## config.mk

```make
export PLATFORM = sky130hd
export DESIGN_NAME = sr_status_ctrl
export DESIGN_NICKNAME = d
export VERILOG_FILES = /design/src/rtl/sr_stat_pkg.sv /design/src/rtl/sr_frame_rx.sv /design/src/rtl/sr_write_timer.sv /design/src/rtl/sr_read_tx.sv /design/src/rtl/sr_status_ctrl.sv
export SDC_FILE = /design/constraint.sdc
export NUM_CORES = 1
export LEC_CHECK = 0
export BUFFER_PORTS_ARGS = -buffer_cell sky130_fd_sc_hd__buf_2
export CAP_MARGIN = 0
export CORE_ASPECT_RATIO = 0.7
export CORE_UTILIZATION = 35
export CTS_BUF_LIST = sky130_fd_sc_hd__clkbuf_4
export DETAILED_ROUTE_END_ITERATION = 12
export PLACE_DENSITY_LB_ADDON = 0.2
export SLEW_MARGIN = 20
export SYNTH_ARGS = -nofsm -noshare
export SYNTH_HDL_FRONTEND = slang
export SYNTH_HIERARCHICAL = 1
export SYNTH_SLANG_ARGS = --single-unit
```

## constraint.sdc

```tcl
create_clock -name clk -period 2.4 [get_ports clk]
set_clock_uncertainty 0.15 [all_clocks]
set_input_delay 0.12 -clock clk [delete_from_list [all_inputs] [get_ports clk]]
set_output_delay 0.12 -clock clk [all_outputs]
set_load 0.005 [all_outputs]
```

## src/rtl/sr_stat_pkg.sv

```systemverilog
package sr_stat_pkg;

    localparam int BYTE_W  = 8;
    localparam int FRAME_W = 2 * BYTE_W;

    typedef enum logic [BYTE_W-1:0] {
        OP_ARM   = 8'h06,
        OP_WRITE = 8'h01,
        OP_READ  = 8'h05
    } opcode_e;

    // Bit positions are part of the behaviour: the host decodes them.
    typedef struct packed {
        logic       lock;   // bit 7, sticky write-disable
        logic       rsvd;   // bit 6, reads 0
        logic [3:0] prot;   // bits 5..2
        logic       armed;  // bit 1, write latch
        logic       busy;   // bit 0, update cycle running
    } status_t;

    function automatic status_t make_status(logic lock, logic [3:0] prot,
                                            logic armed, logic busy);
        status_t s;
        s.lock  = lock;
        s.rsvd  = 1'b0;
        s.prot  = prot;
        s.armed = armed;
        s.busy  = busy;
        return s;
    endfunction

endpackage

```

## src/rtl/sr_frame_rx.sv

```systemverilog
module sr_frame_rx #(
    parameter int FRAME_BITS = 16,
    parameter int CNT_W      = 6
) (
    input  logic                  clk,
    input  logic                  rst,
    input  logic                  cs_n,
    input  logic                  sdi,
    output logic                  frame_end,
    output logic [CNT_W-1:0]      bit_cnt,
    output logic [FRAME_BITS-1:0] shreg
);
    localparam logic [CNT_W-1:0] CNT_MAX = '1;

    logic                  cs_seen_q;
    logic [CNT_W-1:0]      cnt_q;
    logic [FRAME_BITS-1:0] sh_q;

    always_ff @(posedge clk) begin
        if (rst) begin
            cs_seen_q <= 1'b1;
            cnt_q     <= '0;
            sh_q      <= '0;
        end else begin
            cs_seen_q <= cs_n;
            if (cs_n) begin
                cnt_q <= '0;
            end else begin
                if (cnt_q != CNT_MAX)
                    cnt_q <= cnt_q + 1'b1;
                sh_q <= {sh_q[FRAME_BITS-2:0], sdi};
            end
        end
    end

    assign frame_end = cs_n & ~cs_seen_q;
    assign bit_cnt   = cnt_q;
    assign shreg     = sh_q;


    idle_count_chk: assert property (@(posedge clk) disable iff (rst)
        cs_seen_q |-> (cnt_q == '0));

endmodule

```

## src/rtl/sr_write_timer.sv

```systemverilog
module sr_write_timer #(
    parameter int TW_CYCLES = 256
) (
    input  logic clk,
    input  logic rst,
    input  logic start,
    output logic busy,
    output logic done
);
    localparam int TW_W = $clog2(TW_CYCLES + 1);
    localparam logic [TW_W-1:0] TW_LOAD = TW_W'(TW_CYCLES);
    localparam logic [TW_W-1:0] TW_ONE  = TW_W'(1);

    logic            busy_q;
    logic [TW_W-1:0] left_q;

    assign done = busy_q && (left_q == TW_ONE);
    assign busy = busy_q;

    always_ff @(posedge clk) begin
        if (rst) begin
            busy_q <= 1'b0;
            left_q <= '0;
        end else if (start) begin
            busy_q <= 1'b1;
            left_q <= TW_LOAD;
        end else if (done) begin
            busy_q <= 1'b0;
            left_q <= '0;
        end else if (busy_q) begin
            left_q <= left_q - 1'b1;
        end
    end


    start_idle_chk: assert property (@(posedge clk) disable iff (rst)
        start |-> !busy_q);

endmodule

```

## src/rtl/sr_read_tx.sv

```systemverilog
module sr_read_tx #(
    parameter int W = 8
) (
    input  logic         clk,
    input  logic         rst,
    input  logic         active,
    input  logic [W-1:0] word,
    output logic         sdo
);
    localparam int IDX_W = $clog2(W);
    localparam logic [IDX_W-1:0] IDX_TOP = IDX_W'(W - 1);

    logic [IDX_W-1:0] idx_q;
    logic             sdo_q;

    always_ff @(negedge clk) begin
        if (rst || !active) begin
            idx_q <= IDX_TOP;
            sdo_q <= 1'b0;
        end else begin
            sdo_q <= word[idx_q];
            idx_q <= (idx_q == '0) ? IDX_TOP : idx_q - 1'b1;
        end
    end

    assign sdo = sdo_q;

endmodule

```

## src/rtl/sr_status_ctrl.sv

```systemverilog
module sr_status_ctrl
    import sr_stat_pkg::*;
#(
    parameter int TW_CYCLES = 256
) (
    input  logic clk,
    input  logic rst,
    input  logic cs_n,
    input  logic sdi,
    input  logic wp_n,
    output logic sdo,
    output logic sdo_oe
);
    localparam int CNT_W = $clog2(FRAME_W + 2) + 1;
    localparam logic [CNT_W-1:0] CNT_CMD  = CNT_W'(BYTE_W);
    localparam logic [CNT_W-1:0] CNT_LAST = CNT_W'(BYTE_W - 1);
    localparam logic [CNT_W-1:0] CNT_FULL = CNT_W'(FRAME_W);
    localparam int RUN_W = $clog2(TW_CYCLES + 2) + 1;

    logic               frame_end;
    logic [CNT_W-1:0]   bit_cnt;
    logic [FRAME_W-1:0] shreg;
    logic               busy, tmr_done;

    logic       lock_q, armed_q, rd_act_q;
    logic [3:0] prot_q;
    logic       pend_lock_q;
    logic [3:0] pend_prot_q;

    logic    hw_locked, arm_go, write_go, rd_start;
    status_t status;

    sr_frame_rx #(.FRAME_BITS(FRAME_W), .CNT_W(CNT_W)) u_rx (
        .clk(clk), .rst(rst), .cs_n(cs_n), .sdi(sdi),
        .frame_end(frame_end), .bit_cnt(bit_cnt), .shreg(shreg)
    );

    sr_write_timer #(.TW_CYCLES(TW_CYCLES)) u_tmr (
        .clk(clk), .rst(rst), .start(write_go), .busy(busy), .done(tmr_done)
    );

    assign hw_locked = lock_q & ~wp_n;

    assign arm_go   = frame_end && (bit_cnt == CNT_CMD) &&
                      (shreg[BYTE_W-1:0] == OP_ARM) && !busy;

    assign write_go = frame_end && (bit_cnt == CNT_FULL) &&
                      (shreg[FRAME_W-1:BYTE_W] == OP_WRITE) &&
                      armed_q && !busy && !hw_locked;

    assign rd_start = !cs_n && (bit_cnt == CNT_LAST) &&
                      ({shreg[BYTE_W-2:0], sdi} == OP_READ);

    assign status = make_status(lock_q, prot_q, armed_q, busy);

    always_ff @(posedge clk) begin
        if (rst) begin
            lock_q      <= 1'b0;
            prot_q      <= '0;
            armed_q     <= 1'b0;
            rd_act_q    <= 1'b0;
            pend_lock_q <= 1'b0;
            pend_prot_q <= '0;
        end else begin
            if (cs_n)
                rd_act_q <= 1'b0;
            else if (rd_start)
                rd_act_q <= 1'b1;

            if (arm_go)
                armed_q <= 1'b1;
            else if (tmr_done)
                armed_q <= 1'b0;

            if (write_go) begin
                pend_lock_q <= shreg[7];
                pend_prot_q <= shreg[5:2];
            end

            if (tmr_done) begin
                lock_q <= pend_lock_q;
                prot_q <= pend_prot_q;
            end
        end
    end

    sr_read_tx #(.W(BYTE_W)) u_tx (
        .clk(clk), .rst(rst), .active(rd_act_q), .word(status), .sdo(sdo)
    );

    assign sdo_oe = rd_act_q & ~cs_n;

    // Checker state: length of the current busy run.
    logic [RUN_W-1:0] busy_run_q;
    always_ff @(posedge clk) begin
        if (rst || !busy)
            busy_run_q <= '0;
        else
            busy_run_q <= busy_run_q + 1'b1;
    end


    busy_len_chk: assert property (@(posedge clk) disable iff (rst)
        $fell(busy) |-> (busy_run_q == RUN_W'(TW_CYCLES)));


    arm_needed_chk: assert property (@(posedge clk) disable iff (rst)
        $rose(busy) |-> armed_q);


    arm_clear_chk: assert property (@(posedge clk) disable iff (rst)
        $fell(busy) |-> !armed_q);


    prot_hold_chk: assert property (@(posedge clk) disable iff (rst)
        !$stable({lock_q, prot_q}) |-> $past(tmr_done));


    hw_lock_chk: assert property (@(posedge clk) disable iff (rst)
        (frame_end && hw_locked && !busy && bit_cnt == CNT_FULL)
            |=> (!busy && $stable(armed_q)));


    busy_ignore_chk: assert property (@(posedge clk) disable iff (rst)
        (frame_end && busy && !tmr_done)
            |=> ($stable(pend_prot_q) && $stable(pend_lock_q) && busy));

endmodule

```

==> results of run 1 <==
final cells by class:
type	instances	area, µm²	area share, %
Clock buffer	7	52.6	2.16
Clock inverter	5	45.0	1.85
Inverter	9	33.8	1.39
Multi-Input combinational cell	158	1140	46.9
Sequential cell	49	982	40.4
Tap cell	75	93.8	3.86
Timing Repair Buffer	13	85.1	3.50
cells by family after synthesis:
group	share of synthesized area, %
and+or+nand+nor	24.2
DFF	44.6
AOI/OAI and AO/OA	9.68
muxes	13.8
buffers and inverters	3.53
adders and majority gates	2.85
xor gates and xnor gates	1.20
other	0.171
flip-flops by register name (all words and copies together) (netlist names):
register / count
armed_q: 1
lock_q: 1
pend_lock_q: 1
pend_prot_q: 4
prot_q: 4
rd_act_q: 1
u_rx/bit_cnt: 6
u_rx/cs_seen_q: 1
u_rx/shreg: 16
u_tmr/busy: 1
u_tmr/left_q: 9
u_tx/idx_q: 3
u_tx/sdo: 1
power breakdown:
group	total [mW]	internal, mW	switching (mW)
combinational	0.0482	0.0200	0.0282
clock	0.525	0.253	0.272
sequential	0.823	0.818	0.00441
total	1.40	1.09	0.305
worst paths after layout:
check | from | to | depth (start not counted)
min reg2reg | u_tx/idx_q[0]$_SDFF_NP1_ | u_tx/idx_q[0]$_SDFF_NP1_ | 1
max | prot_q[1]$_SDFFE_PP0P_ | u_tx/sdo$_SDFF_NP0_ | 2
min | cs_n | armed_q$_SDFFE_PP0P_ | 4
max reg2reg | prot_q[1]$_SDFFE_PP0P_ | u_tx/sdo$_SDFF_NP0_ | 2
repair_timing:
action | 4_1_cts | 5_1_grt
gates resized for setup | 0 | 1
hold buffers | 1 | 0
setup endpoints to repair | 1 | 1
endpoints found under the hold margin | 2 | 0
metal layers:
layer	share of wire, %	vias up
met3	3.3	4
met1	59	719
met2	37	24
li1	-	835
met5	0	-
met4	0.78	0
per-stage QoR:
step,TNS [ns],utilization [%]
floorplan,0,-
global placement,-0.0194,39.4
detailed placement,-0.0263,39.4
CTS,-0.0219,41.2
global route,-0.0702,41.2
finish,-0.0179,41.2
cells in the final DEF (no fill, tap or decap), types with 3 or more instances in the layout:
cell type	n
clkbuf_4	7
mux2i_1	28
nor4b_2	4
nor3_1	7
nand3_1	4
a21oi_1	11
nor4_1	3
o21ai_0	3
nor2_1	31
dfxtp_1	48
nand2b_1	12
buf_4	6
buf_2	6
nand2_1	7
ha_1	5
inv_1	13
or3_1	4
critical path, delay by kind of cell (launching register included):
family,cells,cell delay [ns]
compound gates,1,0.21
mux,1,0.46
flops,1,0.34
==> impl_metrics.py, run 1 <==
metrics = {
    "synth": {
        "yosysTopAreaCellShare_pct": 44.6,
        "synth.distinct_cells": 52,
        "synth_nets": 236,
        "synth_flop_cell": "dfxtp_1",
        "ys_ff_latch": 49,
        "yosys.area.top_type": "dfxtp_1",
        "synth_common_cells": "dfxtp_1, nor2_1, mux2i_1, nand2b_1, a21oi_1",
        "ys_warn_count": 6,
        "syn_area_mm2": 0.00220,
        "synth.area.top_cells": "dfxtp_1, mux2i_1, nor2_1, nand2b_1, ha_1",
        "seq_area_frac_synth_pct": 44.6,
        "netlist_instances": 226,
        "synth_edf_count": 0,
        "avgSynthCellArea_um2": 9.73,
        "yosysMostFrequentCell": "dfxtp_1",
        "async_flop_share_pct": 0,
    },
    "detailed_routing": {
        "post_drt_wl_per_cell_um": 12.9,
        "avgViaCountPerCell": 5.01,
        "first_iter_violations": 77,
        "wl_um": 4090,
        "ant_nets": 0,
        "firstDrtPassIters": 4,
        "remaining_drc_errors": 0,
        "vias": 1582,
    },
    "die": {
        "boundaryPins": 7,
        "die_h_um": 68.3,
        "core_area_mm2": 0.00590,
        "fp.dieW_um": 96.7,
        "start_util_pct": 37.3,
        "die_area_mm2": 0.00661,
        "rows": 23,
    },
    "setup_path": {
        "crit_fanout": 2,
        "reg2reg_slack_ns": -0.02,
        "path_class": "reg -> reg",
        "slowest_delay_ns": 0.46,
        "cp_slowest_cell": "mux4_2",
        "endpoint_kind": "flop",
        "required_ns": 1.33,
        "crit_path_start_kind": "flop",
        "path_cells": "mux4_2 > o211a_1",
        "critPathArrivalTime_ns": 1.35,
    },
    "timing": {
        "slew_headroom_pct": 66.3,
        "tightest_slew_ns": 0.493,
        "final-setup-viol-count": 1,
        "slew_viol_final": 0,
        "hold_slack_ns": 0.0337,
        "timing.final.ws_setup_ns": -0.0179,
        "rsz0062_at_grt": "true",
        "finalHoldViolations": 0,
    },
    "power": {
        "total_power_mw": 1.40,
        "powerDensity_mw_per_mm2": 574,
        "irDropWorstVdd_v": 0.000243,
        "leakagePower_nw": 0.973,
    },
    "layout": {
        "area_growth_pct": 10.6,
        "antenna_cells": 0,
        "fillers": 582,
        "stdcell_area_mm2": 0.00243,
        "fin_cells": 316,
        "drive_gt1_share_pct": 14.5,
        "nets": 250,
    },
    "placement": {
        "post-place-ws_ns": -0.0263,
        "hpwl_um": 2920,
        "postPlaceCellArea_mm2": 0.00233,
        "gp_congestion": 0.789,
        "dp_cells": 304,
        "io_buffers": 6,
    },
    "global_route": {
        "grt_pass1_vias": 1424,
        "grt_pass1_wl_um": 7060,
        "antenna_found_initial": 0,
        "gr-max-usage-layer": "met1",
        "grt_max_degree": 39,
        "track_usage_pct": 13.6,
        "gr-usage-met3_pct": 3.68,
        "gr-total-overflow": 0,
        "grt.met1_usage_pct": 20.7,
        "grt_use_met2_pct": 18.0,
    },
    "clock_network": {
        "cts_root_buf": "clkbuf_4",
        "clock_sinks": 49,
        "clkLatencyLatePin_ns": 0.36,
        "cts_setup_buffers": 0,
        "cts_buffers": 5,
        "cts_tree": "done",
        "clk_path_buf_depth": 2,
        "htreeDepth": 2,
        "cts.reportedPaths.clkPinSlew_ns": 0.13,
    },
    "min_path": {
        "min_path_type": "in -> reg",
    },
    "run_status": {
        "status": "finished with violations",
        "violations": "negative setup slack",
    },
    "run": {
        "max_cap_viol_count": 0,
    },
}
Note: power is estimated with default switching activity, not from simulation.
==> inputs of run 2 (changes only) <==
- CORE_UTILIZATION: 35 -> 63
- GPL_TIMING_DRIVEN: not set -> 0
==> impl_metrics.py, run 2 (synthesized netlist as in run 1, its figures left out) <==
metrics = {
    "power": {
        "leakagePower_nw": 0.988,
        "powerDensity_mw_per_mm2": 523,
        "irDropWorstVdd_v": 0.000409,
    },
    "detailed_routing": {
        "wl_um": 4360,
        "first_iter_violations": 101,
        "vias": 1705,
        "met1Wirelength_um": 2260,
        "remaining_drc_errors": 0,
        "wl_met3_um": 200,
        "met2_length_um": 1870,
        "ant_nets": 0,
        "avgViaCountPerCell": 5.74,
        "post_drt_wl_per_cell_um": 14.7,
        "routed.top_layer": "met4",
        "firstDrtPassIters": 4,
    },
    "min_path": {
        "min_path_type": "in -> reg",
        "hold_end": "pend_prot_q[3]$_SDFFE_PP0P_",
        "hp-start": "rst",
        "holdPathStages": 3,
    },
    "die": {
        "rows": 17,
        "fp.dieW_um": 72.6,
        "die_area_mm2": 0.00373,
        "core_area_mm2": 0.00323,
        "boundaryPins": 7,
        "die_h_um": 51.4,
        "start_util_pct": 68.0,
    },
    "clock_network": {
        "clk_path_buf_depth": 2,
        "cts.reportedPaths.clkPinSlew_ns": 0.13,
        "clock_sinks": 49,
        "cts_root_buf": "clkbuf_4",
        "clkLatencyLatePin_ns": 0.34,
        "cts_buffers": 5,
        "htreeDepth": 2,
        "cts_tree": "done",
    },
    "layout": {
        "fillers": 233,
        "fin_cells": 297,
        "largest_reg_flops": 16,
        "stdcell_area_mm2": 0.00243,
        "layout_commonest_cell": "dfxtp_1",
        "nets": 260,
        "area_growth_pct": 10.4,
        "layout_common_cells": "dfxtp_1, nor2_1, mux2i_1",
        "antenna_cells": 0,
        "drive_gt1_share_pct": 15.2,
    },
    "placement": {
        "post-place-ws_ns": -0.0396,
        "hpwl_um": 3180,
        "dp_cells": 279,
        "gp_congestion": 0.947,
        "postPlaceCellArea_mm2": 0.00229,
        "io_buffers": 6,
    },
    "run": {
        "max_cap_viol_count": 0,
    },
    "timing": {
        "tightest_slew_ns": 0.570,
        "finalHoldViolations": 0,
        "rsz0062_at_grt": "true",
        "timing.final.ws_setup_ns": -0.0139,
        "slew_headroom_pct": 61.9,
        "final-setup-viol-count": 1,
        "slew_viol_final": 0,
    },
    "setup_path": {
        "critPathArrivalTime_ns": 1.34,
        "reg2reg_slack_ns": -0.01,
        "path_class": "reg -> reg",
        "reg2reg_depth": 2,
        "worstReg2RegEnd": "u_tx/sdo$_SDFF_NP0_",
        "endpoint_kind": "flop",
        "crit_path_start_kind": "flop",
        "required_ns": 1.33,
        "crit_fanout": 2,
        "r2r_start": "prot_q[1]$_SDFFE_PP0P_",
    },
    "run_status": {
        "status": "finished with violations",
        "violations": "negative setup slack",
    },
    "global_route": {
        "grt_max_degree": 14,
        "grt_pass1_wl_um": 7330,
        "grt_pass1_vias": 1537,
        "antenna_found_initial": 0,
        "gr-total-overflow": 0,
        "track_usage_pct": 26.1,
    },
}
-- run 2: cell count changes in the layout (fill, tap and decap cells not counted) --
cell and change:
bufinv_16 -1, buf_2 +1, buf_4 -1, clkbuf_2 +2, buf_1 +1, dfxtp_2 +2
clkbuf_1 +4, dlygate4sd3_1 +3, dfxtp_1 -2
-- run 2: through the flow --
step	utilization [%]	hold slack, ns	TNS, ns	power [mW]
after global routing	75.0	0.0451	-0.0262	1.31
after detailed placement	70.7	0.194	-0.0396	0.901
final	75.0	0.0250	-0.0139	1.27
after floorplan	-	0.0362	0	0.886
after CTS	74.8	0.0245	-0.0147	1.27
after global placement	70.7	0.184	-0.0449	0.899
-- run 2: cell type report --
type                    instances  area, µm²  share of cell area [%]
multi-input cells             158       1140                    47.0
flip-flops and latches         49        985                    40.6
clock inverters                 4       15.0                   0.619
plain buffers                   9       41.3                    1.70
well taps                      47       58.8                    2.42
clock buffers                   7       52.6                    2.17
inverters                       9       33.8                    1.39
repair buffers                 14        100                    4.13
-- run 2: what timing repair did --
action	in CTS	in global routing
setup buffers	3	1
hold buffers	4	0
setup endpoints to repair	1	3
gates resized for setup	3	2
endpoints found under the hold margin	4	0
-- run 2: how the worst max path moves through the flow --
| stage | start | to | cells after the start |
|---|---|---|---|
| final | prot_q[1]$_SDFFE_PP0P_ | u_tx/sdo$_SDFF_NP0_ | 2 |
| after global routing | prot_q[1]$_SDFFE_PP0P_ | u_tx/sdo$_SDFF_NP0_ | 2 |
| after CTS | prot_q[1]$_SDFFE_PP0P_ | u_tx/sdo$_SDFF_NP0_ | 2 |
| after detailed placement | u_tmr/busy$_SDFFE_PP0P_ | u_tx/sdo$_SDFF_NP0_ | 2 |
| after global placement | u_tmr/busy$_SDFFE_PP0P_ | u_tx/sdo$_SDFF_NP0_ | 2 |
| after floorplan | prot_q[1]$_SDFFE_PP0P_ | u_tx/sdo$_SDFF_NP0_ | 2 |
-- run 2: critical path, stage by stage, from the launching register on --
cell and delay (ns):
dfxtp_2 0.34, mux4_2 0.45, o211a_1 0.21
-- run 2: where the power goes --
part / switching (mW) / total (mW) / internal (mW)
registers: 0.00446 / 0.823 / 0.818
logic: 0.0297 / 0.0522 / 0.0226
clock network: 0.251 / 0.393 / 0.142
-- run 2: routing by layer --
layer  track usage, %  vias to the layer above
li1                 -                      851
met1             38.8                      817
met2             37.9                       33
met3             5.33                        4
met4             7.52                        0
met5                0                        -
